<file path="src/rtl/flt2fix_pkg.sv">
package flt2fix_pkg;

    localparam int WORD_W   = 32;
    localparam int EXP_BIAS = 127;
    localparam int MANT_W   = 24;
    localparam int FRAC_TOP = MANT_W - 1;
    localparam int SH_W     = 16;
    localparam int RSH_W    = $clog2(MANT_W);

    typedef struct packed {
        logic                   sign;
        logic signed [SH_W-1:0] shift;
        logic [MANT_W-1:0]      mant;
    } fields_t;

    typedef enum logic [1:0] {
        KIND_FLUSH = 2'd0,
        KIND_RIGHT = 2'd1,
        KIND_LEFT  = 2'd2,
        KIND_SAT   = 2'd3
    } shift_kind_e;

    function automatic shift_kind_e classify(input logic signed [SH_W-1:0] sh,
                                             input int max_lsh);
        if (sh < 0)
            return KIND_FLUSH;
        else if (sh > SH_W'(FRAC_TOP + max_lsh))
            return KIND_SAT;
        else if (sh > SH_W'(FRAC_TOP))
            return KIND_LEFT;
        else
            return KIND_RIGHT;
    endfunction

endpackage

</file>
<file path="src/rtl/flt2fix_unpack.sv">
module flt2fix_unpack
    import flt2fix_pkg::*;
#(
    parameter int FRAC_W = 8
) (
    input  logic [WORD_W-1:0] word,
    output fields_t           fields
);

    logic [7:0] exp_field;

    assign exp_field     = word[30:23];
    assign fields.sign   = word[31];
    assign fields.mant   = {1'b1, word[22:0]};
    assign fields.shift  = SH_W'(int'(exp_field) - EXP_BIAS + FRAC_W);

endmodule

</file>
<file path="src/rtl/flt2fix_shift.sv">
module flt2fix_shift
    import flt2fix_pkg::*;
#(
    parameter int MAX_LSH = 7,
    parameter int MAG_W   = MANT_W + MAX_LSH
) (
    input  logic              clk,
    input  logic              rst,
    input  fields_t           fields,
    output shift_kind_e       kind,
    output logic [MAG_W-1:0]  mag
);

    localparam int LSH_W = (MAX_LSH < 2) ? 1 : $clog2(MAX_LSH + 1);

    logic [RSH_W-1:0] rsh_amt;
    logic [LSH_W-1:0] lsh_amt;
    logic [MAG_W-1:0] rstage [0:RSH_W];
    logic [MAG_W-1:0] lstage [0:LSH_W];

    assign kind    = classify(fields.shift, MAX_LSH);
    assign rsh_amt = RSH_W'(SH_W'(FRAC_TOP) - fields.shift);
    assign lsh_amt = LSH_W'(fields.shift - SH_W'(FRAC_TOP));

    assign rstage[0] = MAG_W'(fields.mant);
    assign lstage[0] = MAG_W'(fields.mant);

    for (genvar i = 0; i < RSH_W; i++) begin : g_rstage
        assign rstage[i+1] = rsh_amt[i] ? (rstage[i] >> (1 << i)) : rstage[i];
    end

    for (genvar j = 0; j < LSH_W; j++) begin : g_lstage
        assign lstage[j+1] = lsh_amt[j] ? (lstage[j] << (1 << j)) : lstage[j];
    end

    always_comb begin
        unique case (kind)
            KIND_RIGHT: mag = rstage[RSH_W];
            KIND_LEFT:  mag = lstage[LSH_W];
            default:    mag = '0;
        endcase
    end


    right_no_growth_chk: assert property (@(posedge clk) disable iff (rst)
        (kind == KIND_RIGHT) |-> (mag <= MAG_W'(fields.mant) && mag != '0));


    left_grows_chk: assert property (@(posedge clk) disable iff (rst)
        (kind == KIND_LEFT) |-> (mag > MAG_W'(fields.mant)));

endmodule

</file>
<file path="src/rtl/flt2fix_sign.sv">
module flt2fix_sign
    import flt2fix_pkg::*;
#(
    parameter int OUT_W = 11,
    parameter int MAG_W = 31
) (
    input  logic              clk,
    input  logic              rst,
    input  logic              sign,
    input  shift_kind_e       kind,
    input  logic [MAG_W-1:0]  mag,
    output logic [OUT_W-1:0]  coef,
    output logic              ovf
);

    localparam logic [OUT_W-1:0] POS_LIMIT = {1'b0, {(OUT_W-1){1'b1}}};
    localparam logic [OUT_W-1:0] NEG_LIMIT = {1'b1, {(OUT_W-1){1'b0}}};

    logic [OUT_W-1:0] mag_low;
    logic [OUT_W-1:0] neg_low;

    assign mag_low = mag[OUT_W-1:0];
    assign neg_low = (~mag_low) + OUT_W'(1);

    always_comb begin
        ovf  = (kind == KIND_SAT);
        if (ovf)
            coef = sign ? NEG_LIMIT : POS_LIMIT;
        else
            coef = sign ? neg_low : mag_low;
    end


    zero_mag_zero_coef_chk: assert property (@(posedge clk) disable iff (rst)
        (kind != KIND_SAT && mag == '0) |-> (coef == '0));

endmodule

</file>
<file path="src/rtl/flt2fix_coef.sv">
module flt2fix_coef
    import flt2fix_pkg::*;
#(
    parameter int INT_W   = 2,
    parameter int FRAC_W  = 8,
    parameter int MAX_LSH = 7
) (
    input  logic                      clk,
    input  logic                      rst,
    input  logic                      in_valid,
    input  logic [31:0]               in_word,
    output logic                      out_valid,
    output logic [INT_W+FRAC_W:0]     out_coef,
    output logic                      out_ovf
);

    localparam int OUT_W = INT_W + FRAC_W + 1;
    localparam int MAG_W = MANT_W + MAX_LSH;

    fields_t          fields;
    shift_kind_e      kind;
    logic [MAG_W-1:0] mag;
    logic [OUT_W-1:0] coef_nxt;
    logic             ovf_nxt;

    flt2fix_unpack #(.FRAC_W(FRAC_W)) unpack_i (
        .word   (in_word),
        .fields (fields)
    );

    flt2fix_shift #(.MAX_LSH(MAX_LSH), .MAG_W(MAG_W)) shift_i (
        .clk    (clk),
        .rst    (rst),
        .fields (fields),
        .kind   (kind),
        .mag    (mag)
    );

    flt2fix_sign #(.OUT_W(OUT_W), .MAG_W(MAG_W)) sign_i (
        .clk    (clk),
        .rst    (rst),
        .sign   (fields.sign),
        .kind   (kind),
        .mag    (mag),
        .coef   (coef_nxt),
        .ovf    (ovf_nxt)
    );

    always_ff @(posedge clk) begin
        if (rst) begin
            out_valid <= 1'b0;
            out_coef  <= '0;
            out_ovf   <= 1'b0;
        end else begin
            out_valid <= in_valid;
            if (in_valid) begin
                out_coef <= coef_nxt;
                out_ovf  <= ovf_nxt;
            end
        end
    end


    valid_follows_chk: assert property (@(posedge clk) disable iff (rst)
        in_valid |=> out_valid);


    valid_drops_chk: assert property (@(posedge clk) disable iff (rst)
        !in_valid |=> !out_valid);


    hold_when_idle_chk: assert property (@(posedge clk) disable iff (rst)
        !in_valid |=> ($stable(out_coef) && $stable(out_ovf)));


    sat_sign_chk: assert property (@(posedge clk) disable iff (rst)
        (out_valid && out_ovf) |-> (out_coef[OUT_W-1] == $past(in_word[31])));


    flush_zero_chk: assert property (@(posedge clk) disable iff (rst)
        (out_valid && int'($past(in_word[30:23])) < EXP_BIAS - FRAC_W)
        |-> (out_coef == '0 && !out_ovf));

endmodule

</file>
<file path="config.mk">
export PLATFORM = sky130hd
export DESIGN_NAME = flt2fix_coef
export DESIGN_NICKNAME = d
export VERILOG_FILES = /design/src/rtl/flt2fix_pkg.sv /design/src/rtl/flt2fix_unpack.sv /design/src/rtl/flt2fix_shift.sv /design/src/rtl/flt2fix_sign.sv /design/src/rtl/flt2fix_coef.sv
export SDC_FILE = /design/constraint.sdc
export NUM_CORES = 1
export LEC_CHECK = 0
export BUFFER_PORTS_ARGS = -buffer_cell sky130_fd_sc_hd__buf_2
export CAP_MARGIN = 20
export CORE_MARGIN = 2
export CORE_UTILIZATION = 61
export CTS_CLUSTER_DIAMETER = 40
export DETAILED_ROUTE_END_ITERATION = 7
export GPL_TIMING_DRIVEN = 0
export PLACE_DENSITY = 0.83
export SLEW_MARGIN = 20
export SYNTH_ARGS = -nofsm -noshare
export SYNTH_HDL_FRONTEND = slang
export SYNTH_HIERARCHICAL = 1
export SYNTH_SLANG_ARGS = --single-unit
</file>
<file path="constraint.sdc">
create_clock -name clk -period 5 [get_ports clk]
set_input_delay 0.25 -clock clk [delete_from_list [all_inputs] [get_ports clk]]
set_output_delay 0.25 -clock clk [all_outputs]
set_load 0.01 [all_outputs]
</file>
# After elaboration in Yosys (flattened, before gate mapping)
# Index checks and enable logic that the tools add are counted.
[totals]
regBits = 13
[op_classes]
muxes = 15
n_eq_ne = 3
bitwise = 1
n_addsub = 5
magnitude_cmp = 3
[ops]
columns = ["operator", "n"]
rows = [
  ["2-to-1 mux 11 bit", 7],
  ["2-to-1 mux 31 bit", 2],
  ["2-to-1 mux 27 bit", 1],
  ["2-to-1 mux 24 bit", 1],
  ["case mux 11 bit (2 select lines)", 1],
  ["> comparator 10 x 6 -> 1 bit (second input constant)", 2],
  ["adder 11 x 1 -> 11 bit (second input constant)", 1],
  ["NOT 11 bit", 1],
  ["adder 9 x 5 -> 10 bit (second input constant)", 1],
  ["< comparator 10 x 1 -> 1 bit (second input constant)", 1],
  ["subtractor 8 x 7 -> 9 bit (second input constant)", 1],
  ["2-to-1 mux 2 bit", 3],
  ["subtractor 5 bit (first input constant)", 1],
  ["equality test 2 bit (second input constant)", 2],
  ["subtractor 3 x 1 -> 3 bit (second input constant)", 1],
  ["equality test 2 x 1 -> 1 bit (second input constant)", 1],
]

# Longest topological paths before layout
# Gate-level depths: netlist of the first run.
[depth]
depth_word = 13
mapped_depth = 20
mapped_depth_nobuf = 19

# By module
# Netlist of the first run, hierarchy kept.
[by_module_without_submodules]
columns = ["module", "cells_each", "seq_area_each_um2", "area_per_inst_um2", "n_inst"]
rows = [
  ["flt2fix_shift", 310, 0.0, 2537.4, 1],
  ["flt2fix_unpack", 72, 0.0, 541.8, 1],
  ["flt2fix_coef", 41, 260.2, 467.9, 1],
  ["flt2fix_sign", 68, 0.0, 414.1, 1],
]

# Worst setup path after synthesis of the first run
# OpenSTA, ideal clock, no wires.
[synth_timing]
path_kind = "input to register"
start = "in in_word[23]"
end = "reg out_coef[8]"
setup_time_ns = 0.064
path_slack_ns = 1.058
arrival_time_ns = 3.878
path_stages = 20
cell_sequence = "ha_1 > nand3_1 > xnor2_1 > ha_1 > nand3_1 > o22ai_1 > nor3_1 > buf_4 > a41oi_1 > o2111ai_1 > nor3_2 > nand2_1 > o221ai_1 > inv_1 > ha_1 > or4b_4 > or4_1 > o211ai_1 > mux2i_1 > nor2_1"
[synth_lines]
columns = ["element", "line", "rtl"]
rows = [
  ["start, declared", "flt2fix_coef.sv:11", "input logic [31:0] in_word,"],
  ["end signal, assigned", "flt2fix_coef.sv:57", "out_coef <= coef_nxt;"],
  ["end, declared", "flt2fix_coef.sv:13", "output logic [INT_W+FRAC_W:0] out_coef,"],
]

==> flow_summary.yaml, run 1 <==
global_route:
  grt_use_total_pct: 28.4
  antenna_found_initial: 0
  grt_max_degree: 11
  grt_overflow: 0
  grt_pass1_vias: 3000
  grt_pass1_wl_um: 14000
power_and_ir_drop:
  sw_frac_of_total_pct: 41.8
  ir_drop_v: 0.000135
  pwr-share-clk_pct: 15.9
  p_per_area_nw_per_um2: 169
  p_comb_share_pct: 65.5
  internal_power_w: 0.000342
  switching_power_w: 0.000246
  p_total_w: 0.000588
  leakage_nw: 1.53
  pwr-share-seq_pct: 18.6
setup_path:
  cp-start-kind: "input pin"
  worstSetupEndpointType: "flop"
  path_cells: "buf_2 > ha_1 > nand3_1 > xnor2_1 > ha_1 > nand3_1 > o22ai_1 > nor3_1 > buf_4 > nor4_1 > o2111ai_1 > nor3_2 > nand2_1 > o32ai_1 > inv_1 > ha_1 > nor4b_1 > a311oi_1 > nor3_1 > mux2i_1 > nor2_1"
  cp.required_ns: 5.14
  worstSetupStartpoint: "in_word[23]"
  arrival_ns: 4.58
  crit_slowest_cell: "o32ai_1"
  r2r_cells: 2
  crit_type: "input pin to flop"
  r2r_end: "out_coef[7]"
  worstPathMaxFanout: 7
  rrSetupSlack_ns: 4.39
  worstReg2RegStart: "out_coef[7]"
  cpMostUsedCell: "ha_1"
  slowest_delay_ns: 0.54
cells_and_area:
  nNetsFinal: 461
  area_growth_syn_to_layout_pct: 7.19
  final_common_cell: "mux2i_1"
  layout_common_cells: "mux2i_1, buf_2, nor2_1, buf_4, nand2_1"
  diodes: 0
  nFillCells: 471
  final_cell_area_um2: 3470
  drive_above_1_share_pct: 30.0
outcome:
  status: "completed"
sta:
  finalSetupViolCount: 0
  hold_viol_final: 0
  rsz0062_at_grt: "false"
  finClkSkew_ns: 0
  final.setup.tns_ns: 0
  min_period_ns: 4.45
  worstMarginPinSlew_ns: 0.694
  relSlewSlack_pct: 53.4
  finalCritPeriodShare_pct: 88.9
  fmax_mhz: 225
  slew_violations: 0
cts:
  cts.sinks: 13
  root_buffer: "clkbuf_8"
  cts_tree: "yes"
  cts_resized: 0
  clock_latency_ns: 0.24
  clk_pin_slew_ns: 0.05
  cts_buffer_depth: 2
  postCtsHoldBufs: 0
  postCtsSetupBuffers: 0
  h-tree-depth: 1
  cts_made_buffers: 3
route:
  dr.pass1.iters: 5
  wl_per_cell_um: 17.0
  viasPerCell: 6.44
  drt_wl_total_um: 8350
  drc_errors: 0
  via_count: 3157
  drt_iter0_markers: 210
  postRouteAntennaNets: 0
yosys:
  syn_area_um2: 3240
  syn_inst: 396
  syn_nets: 436
  postSynthAreaPerCell_um2: 8.18
  ys_warn_count: 6
floorplanning:
  start_util_pct: 63.4
  core_area_um2: 5110
  placementRows: 26
  die_area_um2: 5910
  die_height_um: 76.9
  io_pins: 48
  die_w_um: 76.9
placement:
  dpl-instance-area_um2: 3430
  place.gp.congestion: 0.944
  portBuffers: 20
  dp_hpwl_um: 6690
worst_hold_path:
  whs_path_depth: 2
  min_to: "out_coef[8]"
  hold_class: "input pin to flop"
  hp-start: "rst"
run:
  cap_violations: 0
cell type report:
cell class	count	area (um2)	area share, %
plain buffers	71	485	14.0
clock buffers	4	45.0	1.30
inverters	13	48.8	1.41
multi-input cells	299	2440	70.4
flip-flops and latches	13	260	7.50
well taps	70	87.6	2.52
repair buffers	20	100	2.88
worst max-delay path, delay by kind of cell:
kind | cells | cell delay [ns]
buffers and inverters | 3 | 0.39
multiplexers | 1 | 0.13
AND/OR/NAND/NOR | 9 | 1.55
AO/OA/AOI/OAI | 4 | 1.39
adder cells (fa/ha/maj) | 3 | 0.72
XOR/XNOR | 1 | 0.15
through the flow:
stage,utilization [%],instances,hold WS (ns),setup WS [ns]
CTS,68.0,490,0.210,0.578
detailed placement,67.1,486,0.459,0.332
floorplan,-,396,0.322,1.07
global route,68.0,490,0.216,0.115
finish,68.0,490,0.206,0.555
global placement,67.1,486,0.456,0.505
routing by layer:
| metal | vias to the layer above | global-route usage, % | wire [um] |
|---|---|---|---|
| li1 | 1492 | - | - |
| met1 | 1504 | 36.3 | 3530 |
| met2 | 144 | 50.4 | 4190 |
| met3 | 17 | 2.82 | 464 |
| met4 | 0 | 8.73 | 162 |
| met5 | - | 0 | 0 |
power by group through the flow:
stage,logic [W],registers (W),clock network (W)
floorplan,0.000297,0.000114,0
global placement,0.000372,0.000112,0
detailed placement,0.000376,0.000112,0
CTS,0.000377,0.000110,0.0000943
global route,0.000414,0.000110,0.000101
finish,0.000385,0.000109,0.0000932
sequential cells by signal, indices dropped and copies added (netlist names):
register	flops
out_coef	11
out_ovf	1
out_valid	1
worst max-delay path by stage:
| stage | to | slack [ns] | cells past startpoint |
|---|---|---|---|
| finish | out_coef[10] | 0.55 | 21 |
| global route | out_coef[10] | 0.11 | 21 |
| CTS | out_coef[10] | 0.58 | 21 |
| detailed placement | out_coef[10] | 0.33 | 21 |
| global placement | out_coef[10] | 0.51 | 21 |
| floorplan | out_coef[8] | 1.07 | 18 |
Power figures use the tool's default switching activity.
==> inputs of run 2 (changes only) <==
--- a/config.mk
+++ b/config.mk
@@ -8,11 +8,11 @@
 export BUFFER_PORTS_ARGS = -buffer_cell sky130_fd_sc_hd__buf_2
 export CAP_MARGIN = 20
 export CORE_MARGIN = 2
-export CORE_UTILIZATION = 61
+export CORE_UTILIZATION = 55
 export CTS_CLUSTER_DIAMETER = 40
 export DETAILED_ROUTE_END_ITERATION = 7
 export GPL_TIMING_DRIVEN = 0
-export PLACE_DENSITY = 0.83
+export PLACE_DENSITY = 0.76
 export SLEW_MARGIN = 20
 export SYNTH_ARGS = -nofsm -noshare
 export SYNTH_HDL_FRONTEND = slang
==> run 2 against run 1 <==
- register-to-register slack barely moved
- sequential power barely moved
- routed wire length rose by 2.7%
- final cell count rose by 0.41%
- largest power group unchanged
- setup slack got worse by 0.052 ns
- critical endpoint unchanged
==> flow_summary.yaml, run 2 (synthesis results as in run 1) <==
floorplanning:
  io_pins: 48
  placementRows: 27
  die_area_um2: 6520
  core_area_um2: 5610
  die_height_um: 80.7
  die_w_um: 80.7
  start_util_pct: 57.7
cells_and_area:
  largest_register: "out_coef"
  final_common_cell: "mux2i_1"
  largest_reg_flops: 11
  diodes: 0
  drive_above_1_share_pct: 30.0
  fin_util_pct: 61.9
  layout_common_cells: "mux2i_1, buf_2, nor2_1, buf_4, nand2_1"
  instances_no_fill: 492
  area_growth_syn_to_layout_pct: 7.26
  nNetsFinal: 461
  reg.largest.list: "out_coef: 11 flops, out_ovf: 1 flops, out_valid: 1 flops"
outcome:
  status: "completed"
global_route:
  antenna_found_initial: 0
  grt_overflow: 0
  grt_use_total_pct: 26.7
  grt_max_degree: 11
  grt_pass1_vias: 2820
  grt_pass1_wl_um: 13600
cts:
  h-tree-depth: 1
  cts_resized: 0
  root_buffer: "clkbuf_8"
  cts.sinks: 13
  cts_tree: "yes"
  cts_made_buffers: 3
  postCtsHoldBufs: 0
  postCtsSetupBuffers: 0
  clock_latency_ns: 0.24
  cts_buffer_depth: 2
  clk_pin_slew_ns: 0.06
route:
  wl_per_cell_um: 17.4
  viasPerCell: 6.28
  via_count: 3091
  postRouteAntennaNets: 0
  drt_wl_total_um: 8570
  dr.pass1.iters: 5
  drc_errors: 0
  drt_iter0_markers: 175
placement:
  portBuffers: 20
  place.gp.congestion: 0.983
  dp_hpwl_um: 6890
  dpl.cell_count: 488
setup_path:
  cpMostUsedCell: "ha_1"
  r2r_end: "out_coef[9]"
  slowest_delay_ns: 0.55
  crit_slowest_cell: "o32ai_1"
  r2r_cells: 2
  crit_type: "input pin to flop"
  worstSetupEndpointType: "flop"
  rrSetupSlack_ns: 4.38
  arrival_ns: 4.63
  path_cells: "buf_2 > ha_1 > nand3_1 > xnor2_1 > ha_1 > nand3_1 > o22ai_1 > nor3_1 > buf_4 > nor4_2 > o2111ai_1 > nor3_2 > nand2_1 > o32ai_1 > inv_1 > ha_1 > nor4b_1 > a311oi_1 > nor3_1 > mux2i_1 > nor2_1"
  worstPathMaxFanout: 7
  crit_family: "simple AND/OR/NAND/NOR gates"
  worst-path-buf-inv: 3
  cp-start-kind: "input pin"
  cp.required_ns: 5.14
  worstReg2RegStart: "out_coef[9]"
sta:
  slew_violations: 0
  relSlewSlack_pct: 54.8
  finClkSkew_ns: 0
  rsz0062_at_grt: "false"
  finalSetupViolCount: 0
  min_period_ns: 4.50
  hold_viol_final: 0
  final.setup.tns_ns: 0
  worstMarginPinSlew_ns: 0.673
  fmax_mhz: 222
  finalCritPeriodShare_pct: 90.0
worst_hold_path:
  hp-start: "rst"
  min_to: "out_valid"
  whs_path_depth: 2
  hold_class: "input pin to flop"
power_and_ir_drop:
  leakage_nw: 1.53
  ir_drop_v: 0.000179
  p_per_area_nw_per_um2: 170
run:
  cap_violations: 0
run 2: cell counts in the layout (fill, tap and decap cells not counted):
No cell type changed its count.
run 2: metal layers:
metal | GRT usage, % | wire (um) | vias to the layer above
met5 | 0 | 0 | -
met4 | 10.0 | 345 | 0
met1 | 35.0 | 3620 | 1439
met2 | 45.3 | 4120 | 128
li1 | - | - | 1495
met3 | 2.78 | 480 | 29
run 2: area by class of cell:
| class | count | area, um2 |
|---|---|---|
| well taps | 72 | 90.1 |
| flip-flops and latches | 13 | 260 |
| multi-input cells | 299 | 2440 |
| repair buffers | 20 | 100 |
| clock buffers | 4 | 45.0 |
| plain buffers | 71 | 485 |
| fillers | 531 | 2130 |
| inverters | 13 | 48.8 |
run 2: report_power, final:
group | switching [W] | leakage, nW | internal (W)
sequential | 0.00000186 | 0.106 | 0.000108
clock | 0.0000374 | 0.0228 | 0.0000562
combinational | 0.000208 | 1.40 | 0.000178
run 2: worst max path at each step:
stage	slack, ns	start	end	cells past startpoint
6_report	0.50	in_word[23]	out_coef[10]	21
5_1_grt	0.1	in_word[23]	out_coef[10]	21
4_1_cts	0.55	in_word[23]	out_coef[10]	21
3_5_place_dp	0.32	in_word[23]	out_coef[10]	21
3_3_place_gp	0.47	in_word[23]	out_coef[10]	21
2_1_floorplan	1.07	in_word[23]	out_coef[8]	18
run 2: stage by stage:
| step | setup slack (ns) | total power, W | cell area (um2) | hold WS [ns] |
|---|---|---|---|---|
| finish | 0.502 | 0.000589 | 3470 | 0.208 |
| global route | 0.0966 | 0.000625 | 3470 | 0.216 |
| CTS | 0.549 | 0.000583 | 3470 | 0.207 |
| detailed placement | 0.322 | 0.000490 | 3430 | 0.463 |
| global placement | 0.471 | 0.000485 | 3430 | 0.461 |
| floorplan | 1.07 | 0.000410 | 3240 | 0.322 |
==> inputs of run 3 (changes only) <==
--- a/config.mk
+++ b/config.mk
@@ -13,6 +13,7 @@
 export DETAILED_ROUTE_END_ITERATION = 7
 export GPL_TIMING_DRIVEN = 0
 export PLACE_DENSITY = 0.76
+export REMOVE_ABC_BUFFERS = 1
 export SLEW_MARGIN = 20
 export SYNTH_ARGS = -nofsm -noshare
 export SYNTH_HDL_FRONTEND = slang
==> run 3 against run 2 <==
- sequential share of layout area grew 0.65 points
- die area stayed put
- largest cell class unchanged
- final area down 8.0%
- routed wire length fell by 14%
- power fell by 7.3%
- flip-flop and latch count stayed put
- critical path depth down 1
- worst hold slack improved by 0.12 ns
- combinational power decreased by 11%
- utilization is 4.9 points lower
- global-route usage decreased by 3.8 points
- via count is 7.9% lower
- largest power group unchanged
==> flow_summary.yaml, run 3 (synthesis results as in run 1) <==
route:
  postRouteAntennaNets: 0
  wl_met2_um: 3570
  drc_errors: 0
  wl_per_cell_um: 16.4
  dr_wl_met3_um: 377
  drt_iter0_markers: 296
  dr.pass1.iters: 5
  viasPerCell: 6.33
  wl_met1_um: 3350
  topRoutingLayerUsed: "met4"
  via_count: 2848
  drt_wl_total_um: 7370
floorplanning:
  io_pins: 48
  core_area_um2: 5610
  die_height_um: 80.7
  die_area_um2: 6520
  placementRows: 27
  start_util_pct: 57.7
  die_w_um: 80.7
power_and_ir_drop:
  leakage_nw: 1.36
  ir_drop_v: 0.000108
  p_per_area_nw_per_um2: 171
placement:
  dp_hpwl_um: 5700
  dpl.cell_count: 446
  dpl-instance-area_um2: 3150
  pre_cts_ws_ns: 0.303
  portBuffers: 47
  place.gp.congestion: 0.913
sta:
  fmax_mhz: 221
  finClkSkew_ns: 0
  whs_ns: 0.329
  finalSetupViolCount: 0
  final.setup.tns_ns: 0
  worstMarginPinSlew_ns: 0.869
  slew_violations: 0
  rsz0062_at_grt: "false"
  fin_ws_ns: 0.475
  relSlewSlack_pct: 42.1
  finalCritPeriodShare_pct: 90.5
  min_period_ns: 4.53
  hold_viol_final: 0
cells_and_area:
  largest_reg_flops: 11
  final-seq-area_um2: 260
  largest_register: "out_coef"
  final_common_cell: "buf_2"
  instances_no_fill: 450
  diodes: 0
  final_cell_area_um2: 3200
  area_growth_syn_to_layout_pct: -1.28
  nFillCells: 558
  multi_input_area_um2: 2470
  reg.largest.list: "out_coef: 11 flops, out_ovf: 1 flops, out_valid: 1 flops"
  drive_above_1_share_pct: 25.9
  layout_common_cells: "buf_2, mux2i_1, nor2_1, nand2_1, a21oi_1"
  nNetsFinal: 419
cts:
  clock_latency_ns: 0.24
  clk_pin_slew_ns: 0.05
  cts_tree: "yes"
  h-tree-depth: 1
  postCtsHoldBufs: 0
  cts.sinks: 13
  cts_buffer_depth: 2
  postCtsSetupBuffers: 0
  root_buffer: "clkbuf_8"
  cts_resized: 0
  cts_made_buffers: 3
global_route:
  grt_overflow: 0
  grt_pass1_vias: 2611
  grt_use_total_pct: 22.8
  grt_max_degree: 41
  antenna_found_initial: 0
  grt_pass1_wl_um: 12100
setup_path:
  worstPathMaxFanout: 13
  arrival_ns: 4.65
  cp.required_ns: 5.13
  worstSetupEndpointType: "flop"
  crit_type: "input pin to flop"
  cp-start-kind: "input pin"
run:
  cap_violations: 0
outcome:
  status: "completed"
worst_hold_path:
  hold_class: "input pin to flop"
[run 3: cell types whose count changed in the layout (fill, tap and decap cells not counted), moves of 4 or more]
cell / change
buf_6: -4
buf_2: +7
buf_4: -35
clkbuf_1: -10
[run 3: worst paths after layout]
path                from            to  slack (ns)  cells past startpoint
min reg2reg  out_coef[9]   out_coef[9]        0.49                      2
min                  rst   out_coef[6]        0.33                      2
max reg2reg  out_coef[0]   out_coef[0]        4.39                      2
max          in_word[23]  out_coef[10]        0.47                     20
[run 3: cell type report]
| type | count | area share [%] |
|---|---|---|
| tap | 72 | 2.82 |
| clock buffer | 4 | 1.41 |
| multi-input combinational | 299 | 77.3 |
| sequential | 13 | 8.14 |
| timing repair buffer | 49 | 8.85 |
| inverter | 13 | 1.53 |
[run 3: worst max-delay path, stage by stage]
cell	delay [ns]
buf_2	0.15
ha_2	0.28
nand3_1	0.12
xnor2_1	0.16
ha_1	0.22
nand3_1	0.10
o22ai_1	0.30
nor3_2	0.20
nor4_2	0.46
o2111ai_1	0.37
nor3_2	0.25
nand2_1	0.15
o32ai_1	0.51
inv_1	0.09
ha_1	0.24
nor4b_1	0.19
a311oi_1	0.32
nor3_1	0.10
mux2i_1	0.15
nor2_1	0.05
[run 3: stage by stage]
step	utilization, %	total power [W]
2_1_floorplan	-	0.000353
3_3_place_gp	54.9	0.000433
3_5_place_dp	56.2	0.000447
4_1_cts	57.0	0.000542
5_1_grt	57.0	0.000582
6_report	57.0	0.000546
[run 3: routing by layer]
layer | global-route usage [%] | vias to the layer above
met4 | 2.54 | 0
li1 | - | 1401
met5 | 0 | -
met3 | 2.67 | 12
met1 | 31.9 | 1343
met2 | 39.3 | 92
[run 3: report_power, final]
group,internal [W],total [W],switching [W]
Sequential,0.000108,0.000110,0.00000180
Clock,0.0000563,0.0000941,0.0000378
Combinational,0.000151,0.000342,0.000191
